[config.mk]
export PLATFORM = sky130hd
export DESIGN_NAME = dma_chan_regs
export DESIGN_NICKNAME = d
export VERILOG_FILES = /design/src/rtl/dma_regs_pkg.sv /design/src/rtl/dma_chan_fsm.sv /design/src/rtl/dma_evt_flags.sv /design/src/rtl/dma_chan_regs.sv
export SDC_FILE = /design/constraint.sdc
export NUM_CORES = 1
export LEC_CHECK = 0
export ABC_CLOCK_PERIOD_IN_PS = 5100
export BUFFER_PORTS_ARGS = -buffer_cell sky130_fd_sc_hd__buf_4
export CAP_MARGIN = 20
export CORE_ASPECT_RATIO = 1.2
export CORE_MARGIN = 2
export CORE_UTILIZATION = 53
export CTS_CLUSTER_SIZE = 10
export DETAILED_ROUTE_END_ITERATION = 16
export GPL_TIMING_DRIVEN = 1
export HOLD_SLACK_MARGIN = 0.06
export PLACE_DENSITY = 0.87
export SLEW_MARGIN = 20
export SYNTH_ARGS = -nofsm -noshare
export SYNTH_HDL_FRONTEND = slang
export SYNTH_HIERARCHICAL = 1
export SYNTH_SLANG_ARGS = --single-unit
[constraint.sdc]
create_clock -name clk -period 5.1 [get_ports clk]
set_clock_uncertainty 0.1 [all_clocks]
set_input_delay 1.02 -clock clk [delete_from_list [all_inputs] [get_ports clk]]
set_output_delay 1.02 -clock clk [all_outputs]
set_load 0.1 [all_outputs]
[src/rtl/dma_regs_pkg.sv]
package dma_regs_pkg;

    // register byte offsets
    localparam logic [5:0] OFF_CTRL  = 6'h00;
    localparam logic [5:0] OFF_STAT  = 6'h04;
    localparam logic [5:0] OFF_CUR   = 6'h08;
    localparam logic [5:0] OFF_NEXT  = 6'h24;
    localparam logic [5:0] OFF_BYTES = 6'h30;

    // control bit positions
    localparam int CTL_EN  = 0;
    localparam int CTL_APP = 1;

    // status bit positions
    localparam int STB_BUSY = 13;
    localparam int STB_EOT  = 12;
    localparam int STB_EOC  = 11;
    localparam int STB_PAR  = 9;
    localparam int STB_MCA  = 5;
    localparam int STB_TGT  = 4;
    localparam int STB_MST  = 3;

    typedef enum logic [2:0] {
        S_IDLE,
        S_LAUNCH,
        S_RUN,
        S_END,
        S_RELINK
    } chan_state_e;

endpackage

[src/rtl/dma_chan_fsm.sv]
module dma_chan_fsm
    import dma_regs_pkg::*;
#(
    parameter int AW = 32
) (
    input  logic          clk,
    input  logic          rst_n,
    input  logic          en_i,
    input  logic          en_rise_i,
    input  logic          app_i,
    input  logic [AW-1:0] nxt_i,
    input  logic          done_i,
    input  logic          err_i,
    input  logic [AW-1:0] done_next_i,
    input  logic          lnk_ack_i,
    input  logic [AW-1:0] lnk_ptr_i,
    output logic          start_o,
    output logic          busy_o,
    output logic          lnk_req_o,
    output logic [AW-1:0] cur_o,
    output logic          app_clr_o,
    output logic          ev_eot_o,
    output logic          ev_eoc_o,
    output logic          ev_err_o
);

    chan_state_e   state_q, state_d;
    logic          cur_load;
    logic [AW-1:0] cur_src;
    logic [AW-1:0] cur_q;

    // state register
    always_ff @(posedge clk or negedge rst_n) begin
        if (!rst_n) state_q <= S_IDLE;
        else        state_q <= state_d;
    end

    // current descriptor register
    always_ff @(posedge clk or negedge rst_n) begin
        if (!rst_n)        cur_q <= '0;
        else if (cur_load) cur_q <= cur_src;
    end

    // next state
    always_comb begin
        state_d  = state_q;
        cur_load = 1'b0;
        cur_src  = nxt_i;
        unique case (state_q)
            S_IDLE: begin
                if (en_rise_i) begin
                    state_d  = S_LAUNCH;
                    cur_load = 1'b1;
                end
            end
            S_LAUNCH: state_d = S_RUN;
            S_RUN: begin
                if (done_i) begin
                    if (err_i || !en_i) begin
                        state_d = S_IDLE;
                    end else if (done_next_i != '0) begin
                        state_d  = S_LAUNCH;
                        cur_load = 1'b1;
                        cur_src  = done_next_i;
                    end else if (app_i) begin
                        state_d = S_RELINK;
                    end else begin
                        state_d = S_END;
                    end
                end
            end
            S_END: begin
                if (!en_i)      state_d = S_IDLE;
                else if (app_i) state_d = S_RELINK;
            end
            S_RELINK: begin
                if (lnk_ack_i) begin
                    if (!en_i) begin
                        state_d = S_IDLE;
                    end else if (lnk_ptr_i != '0) begin
                        state_d  = S_LAUNCH;
                        cur_load = 1'b1;
                        cur_src  = lnk_ptr_i;
                    end else begin
                        state_d = S_END;
                    end
                end
            end
            default: state_d = S_IDLE;
        endcase
    end

    // outputs
    always_comb begin
        start_o   = (state_q == S_LAUNCH);
        lnk_req_o = (state_q == S_RELINK);
        busy_o    = (state_q == S_LAUNCH) || (state_q == S_RUN) || (state_q == S_RELINK);
        app_clr_o = (state_q == S_IDLE) || ((state_q == S_RELINK) && lnk_ack_i);
        ev_eot_o  = (state_q == S_RUN) && done_i && !err_i;
        ev_eoc_o  = (state_q == S_RUN) && done_i && !err_i && (done_next_i == '0);
        ev_err_o  = (state_q == S_RUN) && done_i && err_i;
    end

    assign cur_o = cur_q;


    start_pulse_chk: assert property (@(posedge clk) disable iff (!rst_n)
        start_o |=> !start_o);


    lnk_hold_chk: assert property (@(posedge clk) disable iff (!rst_n)
        (lnk_req_o && !lnk_ack_i) |=> lnk_req_o);


    err_stop_chk: assert property (@(posedge clk) disable iff (!rst_n)
        (state_q == S_RUN && done_i && err_i) |=> !busy_o);


    disable_nostart_chk: assert property (@(posedge clk) disable iff (!rst_n)
        (state_q == S_RUN && done_i && !en_i) |=> !start_o);

endmodule

[src/rtl/dma_evt_flags.sv]
module dma_evt_flags #(
    parameter int EW = 4
) (
    input  logic          clk,
    input  logic          rst_n,
    input  logic          set_eot_i,
    input  logic          set_eoc_i,
    input  logic          set_err_i,
    input  logic [EW-1:0] err_code_i,
    input  logic          irq_req_i,
    input  logic          clr_eot_i,
    input  logic          clr_eoc_i,
    input  logic [EW-1:0] clr_err_i,
    output logic          eot_o,
    output logic          eoc_o,
    output logic [EW-1:0] err_o,
    output logic          irq_o
);

    logic          eot_q, eoc_q;
    logic [EW-1:0] err_q;
    logic          tag_eot_q, tag_eoc_q, tag_err_q;
    logic          eot_d, eoc_d;
    logic [EW-1:0] err_d;

    // set has priority over a same-cycle clear
    always_comb begin
        eot_d = (eot_q & ~clr_eot_i) | set_eot_i;
        eoc_d = (eoc_q & ~clr_eoc_i) | set_eoc_i;
        err_d = (err_q & ~clr_err_i) | ({EW{set_err_i}} & err_code_i);
    end

    always_ff @(posedge clk or negedge rst_n) begin
        if (!rst_n) begin
            eot_q     <= 1'b0;
            eoc_q     <= 1'b0;
            err_q     <= '0;
            tag_eot_q <= 1'b0;
            tag_eoc_q <= 1'b0;
            tag_err_q <= 1'b0;
        end else begin
            eot_q     <= eot_d;
            eoc_q     <= eoc_d;
            err_q     <= err_d;
            tag_eot_q <= eot_d & ((tag_eot_q & eot_q) | (set_eot_i & irq_req_i));
            tag_eoc_q <= eoc_d & ((tag_eoc_q & eoc_q) | (set_eoc_i & irq_req_i));
            tag_err_q <= (|err_d) & ((tag_err_q & (|err_q)) | (set_err_i & irq_req_i));
        end
    end

    assign eot_o = eot_q;
    assign eoc_o = eoc_q;
    assign err_o = err_q;
    assign irq_o = (eot_q & tag_eot_q) | (eoc_q & tag_eoc_q) | ((|err_q) & tag_err_q);


    irq_cause_chk: assert property (@(posedge clk) disable iff (!rst_n)
        irq_o |-> (eot_q || eoc_q || (err_q != '0)));


    set_wins_chk: assert property (@(posedge clk) disable iff (!rst_n)
        set_eot_i |=> eot_q);

endmodule

[src/rtl/dma_chan_regs.sv]
module dma_chan_regs
    import dma_regs_pkg::*;
#(
    parameter int DW   = 32,
    parameter int AW   = 32,
    parameter int BCW  = 24,
    parameter int OFFW = 6
) (
    input  logic            clk,
    input  logic            rst_n,
    input  logic            reg_wr,
    input  logic [OFFW-1:0] reg_addr,
    input  logic [DW-1:0]   reg_wdata,
    output logic [DW-1:0]   reg_rdata,
    output logic            eng_start,
    output logic [AW-1:0]   eng_desc,
    input  logic            eng_done,
    input  logic            eng_err,
    input  logic [3:0]      eng_err_code,
    input  logic [AW-1:0]   eng_next,
    input  logic [BCW-1:0]  eng_bytes,
    input  logic            eng_irq_req,
    output logic            lnk_req,
    output logic [AW-1:0]   lnk_addr,
    input  logic            lnk_ack,
    input  logic [AW-1:0]   lnk_ptr,
    output logic            irq
);

    localparam int EW = 4;

    logic           wr_ctl, wr_sts, wr_nxt;
    logic           ctl_en_q, ctl_app_q;
    logic [AW-1:0]  nxt_q;
    logic [BCW-1:0] bytes_q;
    logic           en_rise, app_clr, busy;
    logic [AW-1:0]  cur;
    logic           ev_eot, ev_eoc, ev_err;
    logic           f_eot, f_eoc;
    logic [EW-1:0]  f_err, clr_err;

    always_comb begin
        wr_ctl  = reg_wr && (reg_addr == OFFW'(OFF_CTRL));
        wr_sts  = reg_wr && (reg_addr == OFFW'(OFF_STAT));
        wr_nxt  = reg_wr && (reg_addr == OFFW'(OFF_NEXT));
        en_rise = wr_ctl && reg_wdata[CTL_EN] && !ctl_en_q;
        clr_err = {EW{wr_sts}} & {reg_wdata[STB_PAR], reg_wdata[STB_MCA],
                                  reg_wdata[STB_TGT], reg_wdata[STB_MST]};
    end

    always_ff @(posedge clk or negedge rst_n) begin
        if (!rst_n) begin
            ctl_en_q  <= 1'b0;
            ctl_app_q <= 1'b0;
            nxt_q     <= '0;
            bytes_q   <= '0;
        end else begin
            if (wr_ctl) ctl_en_q <= reg_wdata[CTL_EN];
            ctl_app_q <= (ctl_app_q | (wr_ctl & reg_wdata[CTL_APP])) & ~app_clr;
            if (wr_nxt) nxt_q <= reg_wdata[AW-1:0];
            if (ev_eot || ev_err) bytes_q <= eng_bytes;
        end
    end

    dma_chan_fsm #(.AW(AW)) u_fsm (
        .clk        (clk),
        .rst_n      (rst_n),
        .en_i       (ctl_en_q),
        .en_rise_i  (en_rise),
        .app_i      (ctl_app_q),
        .nxt_i      (nxt_q),
        .done_i     (eng_done),
        .err_i      (eng_err),
        .done_next_i(eng_next),
        .lnk_ack_i  (lnk_ack),
        .lnk_ptr_i  (lnk_ptr),
        .start_o    (eng_start),
        .busy_o     (busy),
        .lnk_req_o  (lnk_req),
        .cur_o      (cur),
        .app_clr_o  (app_clr),
        .ev_eot_o   (ev_eot),
        .ev_eoc_o   (ev_eoc),
        .ev_err_o   (ev_err)
    );

    dma_evt_flags #(.EW(EW)) u_flags (
        .clk       (clk),
        .rst_n     (rst_n),
        .set_eot_i (ev_eot),
        .set_eoc_i (ev_eoc),
        .set_err_i (ev_err),
        .err_code_i(eng_err_code),
        .irq_req_i (eng_irq_req),
        .clr_eot_i (wr_sts && reg_wdata[STB_EOT]),
        .clr_eoc_i (wr_sts && reg_wdata[STB_EOC]),
        .clr_err_i (clr_err),
        .eot_o     (f_eot),
        .eoc_o     (f_eoc),
        .err_o     (f_err),
        .irq_o     (irq)
    );

    assign eng_desc = cur;
    assign lnk_addr = cur;

    always_comb begin
        reg_rdata = '0;
        unique case (reg_addr)
            OFFW'(OFF_CTRL): begin
                reg_rdata[CTL_EN]  = ctl_en_q;
                reg_rdata[CTL_APP] = ctl_app_q;
            end
            OFFW'(OFF_STAT): begin
                reg_rdata[STB_BUSY] = busy;
                reg_rdata[STB_EOT]  = f_eot;
                reg_rdata[STB_EOC]  = f_eoc;
                reg_rdata[STB_PAR]  = f_err[3];
                reg_rdata[STB_MCA]  = f_err[2];
                reg_rdata[STB_TGT]  = f_err[1];
                reg_rdata[STB_MST]  = f_err[0];
            end
            OFFW'(OFF_CUR):   reg_rdata = DW'(cur);
            OFFW'(OFF_NEXT):  reg_rdata = DW'(nxt_q);
            OFFW'(OFF_BYTES): reg_rdata = DW'(bytes_q);
            default:          reg_rdata = '0;
        endcase
    end


    app_selfclr_chk: assert property (@(posedge clk) disable iff (!rst_n)
        (lnk_req && lnk_ack) |=> !ctl_app_q);


    bytes_capture_chk: assert property (@(posedge clk) disable iff (!rst_n)
        (eng_done && (busy && !eng_start && !lnk_req)) |=> (bytes_q == $past(eng_bytes)));

endmodule

After elaboration in Yosys (flattened, before gate mapping)

Cells that the tools add are included.

Logic and storage cells: 114
Flip-flop bits (word level): 102
Output and inout bits: 99
Bits of input ports: 137

Reduce and logical (&&, ||, !) cells: 27
Mux-type cells: 34
Equal/unequal tests: 12
Bitwise operators: 29

Operators by type and width:

| kind                                                             | number |
|---|---|
| 32-bit two-way mux                                               | 6 |
| 32-bit one-hot mux with 2 select lines                           | 1 |
| 32-bit nonzero test                                              | 2 |
| 18-bit one-hot mux with 3 select lines                           | 1 |
| 32-bit zero test                                                 | 1 |
| 3-bit two-way mux                                                | 9 |
| 3-bit one-hot mux with 4 select lines                            | 2 |
| 3-bit one-hot mux with 5 select lines                            | 1 |
| 1-bit bitwise AND                                                | 13 |
| 4-bit bitwise AND                                                | 3 |
| 6-bit == test (second input constant)                            | 2 |
| 1-bit logical AND                                                | 12 |
| 1-bit one-hot mux with 3 select lines                            | 3 |
| 3-bit one-hot mux with 3 select lines                            | 1 |
| 1-bit OR                                                         | 8 |
| 2-bit one-hot mux with 4 select lines                            | 1 |
| 4-bit OR reduction                                               | 2 |
| 1-bit two-way mux                                                | 7 |
| 3-bit by 2-bit == test with 1-bit output (second input constant) | 2 |
| 6-bit by 3-bit == test with 1-bit output (second input constant) | 1 |
| 6-bit by 4-bit == test with 1-bit output (second input constant) | 1 |
| 6-bit zero test                                                  | 1 |
| 1-bit logical OR                                                 | 5 |
| 2-bit != test (second input constant)                            | 2 |
| other kinds (12)                                                 | 15 |

Depth between registers and ports, before layout

Gate-level depths: netlist (run 1).

Depth in word-level cells: 8
Mapped depth: 8
Depth with buffers taken out: 6

Hierarchy

Netlist (run 1), hierarchy kept.

Modules (own cells, without submodules):

| module        | instances | cells an instance | area an instance (um^2) |
|---|---|---|---|
| dma_chan_regs | 1         | 258               | 3,154.3 |
| dma_chan_fsm  | 1         | 214               | 2,303.5 |
| dma_evt_flags | 1         | 36                | 372.9 |

Worst setup path after synthesis (run 1)

OpenSTA, ideal clock, no wires.

Kind: input-to-output
Start: input port reg_addr[4]
End: output port reg_rdata[0]
Path buffers: 1
Path slack: -0.032 ns
Stages: 3
Arrival: 4.012 ns
Path through: or4_4 > buf_6 > o32ai_1

Longest elaborated chain between the ends: 2
Elaborated cells on any way between the ends: 5
Classes of those cells: eq/ne (3); mux (1); reduce/logical (1)

RTL lines:

| item                                        | RTL line             | text |
|---|---|---|
| start: declaration                          | dma_chan_regs.sv:12  | `input logic [OFFW-1:0] reg_addr,` |
| 6-bit == test, or another cell as far along | dma_chan_regs.sv:109 | `unique case (reg_addr)` |
| 2-bit one-hot mux with 4 select lines *     | dma_chan_regs.sv:109 |  |
| end: declaration                            | dma_chan_regs.sv:14  | `output logic [DW-1:0] reg_rdata,` |

Mark *: on every way between the ends. The rest lies on a longest branch, timed or not.

Worst setup path in the final report (run 1)

Start: input port reg_addr[3]
End: output port reg_rdata[29]

Longest elaborated chain between the ends: 2
Elaborated cells on any way between the ends: 4
Classes of those cells: eq/ne (3); mux (1)

RTL lines:

| item                                                                             | RTL line |
|---|---|
| 6-bit == test / 6-bit by 4-bit == test with 1-bit output (equally long branches) | dma_chan_regs.sv:109 |
| 18-bit one-hot mux with 3 select lines *                                         | dma_chan_regs.sv:109 |

Marks and branches as above.

==> results.yml, run 1 <==
cells_and_area:
  fin_cells: 823
  drive_gt1_share_pct: 49.57
  synthToLayoutAreaGrowth_pct: 30.62
  num_antenna_cells: 0
  final_nets: 826
clocking:
  tritoncts: "built"
  clkTransAtPathRegs_ps: 60
  hold_buffers: 0
  ctsResizeCount: 0
  numCtsBuffers: 9
  cts_sinks: 102
  insertion_delay_ps: 350
  clock_path_buffers: 2
  cts_root_buf: "clkbuf_16"
  postCtsSetupBuffers: 0
  h-tree-depth: 3
timing:
  fin_tns_setup_ps: 0
  rsz0062_at_grt: "no"
  max_freq_mhz: 235.2
  relSlewSlack_pct: 33.00
  drv_slew: 0
  tightest_slew_ps: 1001
  layout_setup_ws_ps: 848.7
  period_needed_ps: 4251
  hold_viol: 0
  fin_crit_sh_pct: 83.36
  setup_viol: 0
critical_path:
  cp-start-kind: "input pin"
  worstSetupEndpointType: "primary output"
  cp_slowest_cell: "or4b_2"
  worstPathArrival_ps: 3130
  cpMostUsedCell: "buf_4"
  cp_cell_sequence: "buf_4, or4b_2, buf_4, nor2b_1, a22o_1, buf_4"
  crit_start: "reg_addr[3]"
  crit_path_max_incr_delay_ps: 660
  critPathKind: "input pin to primary output"
  required_ps: 3980
  critPathMaxFanout: 26
  r2r_start: "u_fsm/state_q[2]"
logic_synthesis:
  synthArstFlopShare_pct: 100.0
  yosysUniqueCellTypes: 57
  synth_flop_cell: "dfrtp_1"
  synth_area_leaders: "dfrtp_1 (44%), mux2_2 (10%), a22oi_1 (8.4%)"
  yosys_register_bits: 102
  synth.most_common_cell: "dfrtp_1"
  synth_common_cells: "dfrtp_1 (102), a22oi_1 (65), mux2_2 (52)"
  synth-edff-count: 0
  synth_nets: 645
  syn-instance-count: 508
  synth_area_um2: 5831
  yosysTopAreaCell: "dfrtp_1"
  yosysWarnings: 6
  yosysSeqAreaShare_pct: 43.78
  synth_top_area_share_pct: 43.78
  avgSynthCellArea_um2: 11.48
global_route:
  grt.overflow.total: 0
  grt_pass1_wl_mm: 29.58
  grt_max_degree: 74
  grt_pass1_vias: 5372
  grt_usage_pct: 32.36
  antenna_found_initial: 0
route:
  wl_met1_mm: 7.228
  wl_per_cell_um: 23.30
  drt_pass1_iterations: 5
  top_layer: "met4"
  vias: 5480
  met3WireLength_mm: 1.570
  drc: 0
  drt.antenna.violating_nets: 0
  dr_wl_met2_mm: 9.533
  viasPerCell: 6.659
  drt-initial-drc-count: 640
  wl_mm: 19.17
floorplanning:
  initial_utilization_pct: 54.91
  die_w_um: 99.75
  rows: 41
  die_area_um2: 11860
  core-area_um2: 10620
  die_h_um: 118.9
  num_io_pins: 236
placement:
  port_buffers: 235
  gp_congestion: 0.9257
  dpl.hpwl_mm: 13.85
  dp.cells: 807
  pre_cts_ws_ps: 902.7
flow_run:
  cap_viol_max_count: 0
status:
  status: "completed"
power:
  p_per_area_nw_per_um2: 560.5
  power_mw: 4.269
  ir_worst_vdd_mv: 0.6223
  power_leakage_nw: 3.582
worst_hold_path:
  hp-start: "bytes_q[8]"
  min_path_type: "register to register"
## metrics by stage
| stage | utilization [%] | hold slack [ps] | cell area [um2] |
|---|---|---|---|
| 2_1_floorplan | - | 380.3 | 5831 |
| 3_3_place_gp | 69.09 | 391.6 | 7337 |
| 3_5_place_dp | 69.09 | 394.6 | 7337 |
| 4_1_cts | 71.71 | 408.8 | 7615 |
| 5_1_grt | 71.72 | 425.2 | 7616 |
| 6_report | 71.72 | 408.4 | 7616 |
## critical path: cells and delay by family
family	cells	cell delay, ps
and+or+nand+nor	2	1150
buffers and inverters	3	700
AOI/OAI and AO/OA	1	240
## metal layers
layer	track usage, %	up-vias
li1	-	2328
met1	42.39	2711
met2	52.62	370
met3	4.636	71
met4	15.67	0
met5	0	-
## cell families (layout without fill, tap and decap cells)
kind of cell | after synthesis | in the layout | share of synthesized area [%]
AOI/OAI and AO/OA | 189 | 189 | 26.37
xor gates and xnor gates | 1 | 1 | 0.1502
buffers and inverters | 83 | 269 | 9.013
DFF | 102 | 102 | 43.78
muxes | 59 | 59 | 11.42
and+or+nand+nor | 74 | 74 | 9.270
## cells in the final DEF, fill, tap and decap left out, types with 2 or more instances in the layout
cell       instances
a22o_1            10
nand4_2            2
a21oi_1            5
or4_4              2
mux2_1             4
o22ai_1            8
mux2_2            52
o2bb2ai_1         16
o21ai_1            2
a2bb2oi_2         10
clkinv_4           2
inv_1              9
nor4_2             4
nor2b_1            4
a22oi_1           65
nor2_2             2
nand2_1            6
and3_1             2
o32ai_1            2
o211ai_1          32
nor2_1             8
and2_1             9
dfrtp_1          102
nor4_1            14
mux2i_1            2
buf_4            244
nor3b_1            2
nand4_1            2
nand3b_1           3
a2bb2oi_1         23
clkbuf_16          9
o21ai_0            7
clkinv_2           2
## registers in the layout (all words and copies together) (netlist names), 3 cells and up
name and flops:
u_fsm/state_q 3, u_flags/err_o 4, u_fsm/cur_o 32, nxt_q 32
bytes_q 24
## final timing paths
kind                            slack [ps]              end  depth (start not counted)
worst max-delay path                   850    reg_rdata[29]                          6
worst min-delay path                   410       bytes_q[8]                          1
worst max register to register        2550  u_fsm/cur_o[11]                          5
worst min register to register         410       bytes_q[8]                          1
max in group asynchronous             3220  u_fsm/cur_o[10]                          2
min in group asynchronous              710       bytes_q[6]                          1
## layout make-up
cell class              count  area [um2]
clock buffers              11       242.7
flip-flops and latches    102        2552
multi-input cells         323        2759
inverters                   9       33.78
repair buffers            244        1832
well taps                 129       161.4
fillers                   724        3003
clock inverters             5       35.03
## report_power, final
part | internal [mW] | total, mW | switching [mW]
clock | 0.345 | 0.650 | 0.306
sequential | 1.04 | 1.29 | 0.250
combinational | 0.561 | 2.33 | 1.76
total | 1.95 | 4.27 | 2.32
No activity file was read; power rests on OpenSTA's default activity.
==> inputs of run 2 (changes only) <==
- ABC_CLOCK_PERIOD_IN_PS: 5100 -> 4100
- CORE_UTILIZATION: 53 -> 49
- PLACE_DENSITY: 0.87 -> 0.81
- clock period: 5.1 -> 4.1 ns (I/O delays scaled with it)
==> run 2 against run 1 <==
Net effect:
- combinational power grew 24%
- highest routed layer unchanged
- core utilization is 3.3 points lower
- critical path depth shrank 1
- critical endpoint is now reg_rdata[13]
- flip-flop and latch count unchanged
- final cell count increased by 4.4%
- total power is 31% higher
- worst hold slack got worse by 1.3 ps
- register-to-register slack got worse by 780 ps
- die area increased by 7.9%
- clock power increased by 62%
- sequential power up 26%
==> results.yml, run 2 (same netlist as run 1, synthesis figures left out) <==
clocking:
  cts_root_buf: "clkbuf_16"
  clock_path_buffers: 2
  hold_buffers: 0
  numCtsBuffers: 9
  tritoncts: "built"
  cts_sinks: 102
  h-tree-depth: 3
  insertion_delay_ps: 340
  clkTransAtPathRegs_ps: 70
  ctsResizeCount: 0
  postCtsSetupBuffers: 0
cells_and_area:
  synthToLayoutAreaGrowth_pct: 35.64
  fin_cells: 859
  num_antenna_cells: 0
  postLayoutCellArea_um2: 7909
  mostFrequentLayoutCells: "buf_4 (250), dfrtp_1 (102), a22oi_1 (65)"
  multiInputGateArea_um2: 2851
  final.fill_count: 875
  utilization_pct: 68.37
  final_nets: 834
  seq_area_um2: 2552
  drive_gt1_share_pct: 52.28
  layout.cells.most_common: "buf_4"
worst_hold_path:
  min_path_type: "input pin to asynchronous set/reset pin"
critical_path:
  critPathMaxFanout: 17
  cp-start-kind: "input pin"
  critPathKind: "input pin to primary output"
  required_ps: 3180
  worstSetupEndpointType: "primary output"
  worstPathArrival_ps: 2590
floorplanning:
  die_w_um: 103.6
  initial_utilization_pct: 50.41
  rows: 43
  core-area_um2: 11570
  num_io_pins: 236
  die_area_um2: 12790
  die_h_um: 123.5
global_route:
  antenna_found_initial: 0
  grt_usage_pct: 29.47
  grt.overflow.total: 0
  grt_pass1_vias: 5309
  grt_pass1_wl_mm: 29.18
  grt_max_degree: 80
timing:
  max_freq_mhz: 284.7
  relSlewSlack_pct: 39.80
  period_needed_ps: 3512
  drv_slew: 0
  fin_hold_ws_ps: 407.1
  fin_crit_sh_pct: 85.67
  setup_viol: 0
  rsz0062_at_grt: "no"
  hold_viol: 0
  tightest_slew_ps: 894.7
route:
  drt_pass1_iterations: 8
  vias: 5387
  viasPerCell: 6.271
  drt.antenna.violating_nets: 0
  wl_mm: 19.37
  wl_per_cell_um: 22.55
  drc: 0
  drt-initial-drc-count: 450
power:
  power_leakage_nw: 3.701
  ir_worst_vdd_mv: 0.4679
  p_per_area_nw_per_um2: 704.9
placement:
  placed_area_um2: 7518
  gp_congestion: 0.9112
  dp.cells: 842
  port_buffers: 235
  dpl.hpwl_mm: 14.30
flow_run:
  cap_viol_max_count: 0
status:
  status: "completed"
==> run 2: cell types whose count changed in the layout (fill, tap and decap cells not counted), sizes merged <==
cell	previous run	this run
buf	244	252
bufinv	0	4
clkbuf	11	10
clkinv	4	1
==> run 2: area by class of cell <==
cell class,instances,area share (%)
Multi-Input combinational cell,323,36.05
Sequential cell,102,32.27
Timing Repair Buffer,252,24.06
Clock buffer,10,3.022
Tap cell,157,2.484
Clock inverter,6,1.677
Inverter,9,0.4271
==> run 2: through the flow <==
stage	setup TNS (ps)	setup WS [ps]	power, mW
floorplan	-3538	-632.2	3.969
global placement	0	646.4	4.491
detailed placement	0	586.0	4.529
CTS	0	611.5	5.582
global route	0	531.5	5.747
finish	0	587.5	5.575
==> run 2: worst paths after layout <==
path,startpoint,to,slack [ps],cells past startpoint
max,reg_addr[3],reg_rdata[13],590,5
min,rst_n,bytes_q[10],410,1
max reg2reg,u_fsm/state_q[2],bytes_q[2],1770,4
min reg2reg,bytes_q[8],bytes_q[8],410,1
max in group asynchronous,rst_n,u_fsm/cur_o[9],2810,2
min in group clk,bytes_q[8],bytes_q[8],410,1
==> run 2: where the power goes <==
part / leakage (nW) / switching [mW] / internal (mW)
combinational: 2.19 / 2.20 / 0.701
clock: 0.179 / 0.377 / 0.674
sequential: 1.33 / 0.330 / 1.30
total: 3.70 / 2.90 / 2.67
==> run 2: critical path, stage by stage <==
cell,delay [ps]
buf_4,140
or4b_2,750
buf_4,270
o22ai_1,250
buf_4,350
==> run 2: metal layers <==
layer  track usage (%)  up-vias  part of all wire [%]
met3             4.744       58                   8.0
met1             37.85     2655                    39
met5                 0        -                     0
li1                  -     2340                     -
met4             14.53        0                   3.9
met2             49.09      334                    49
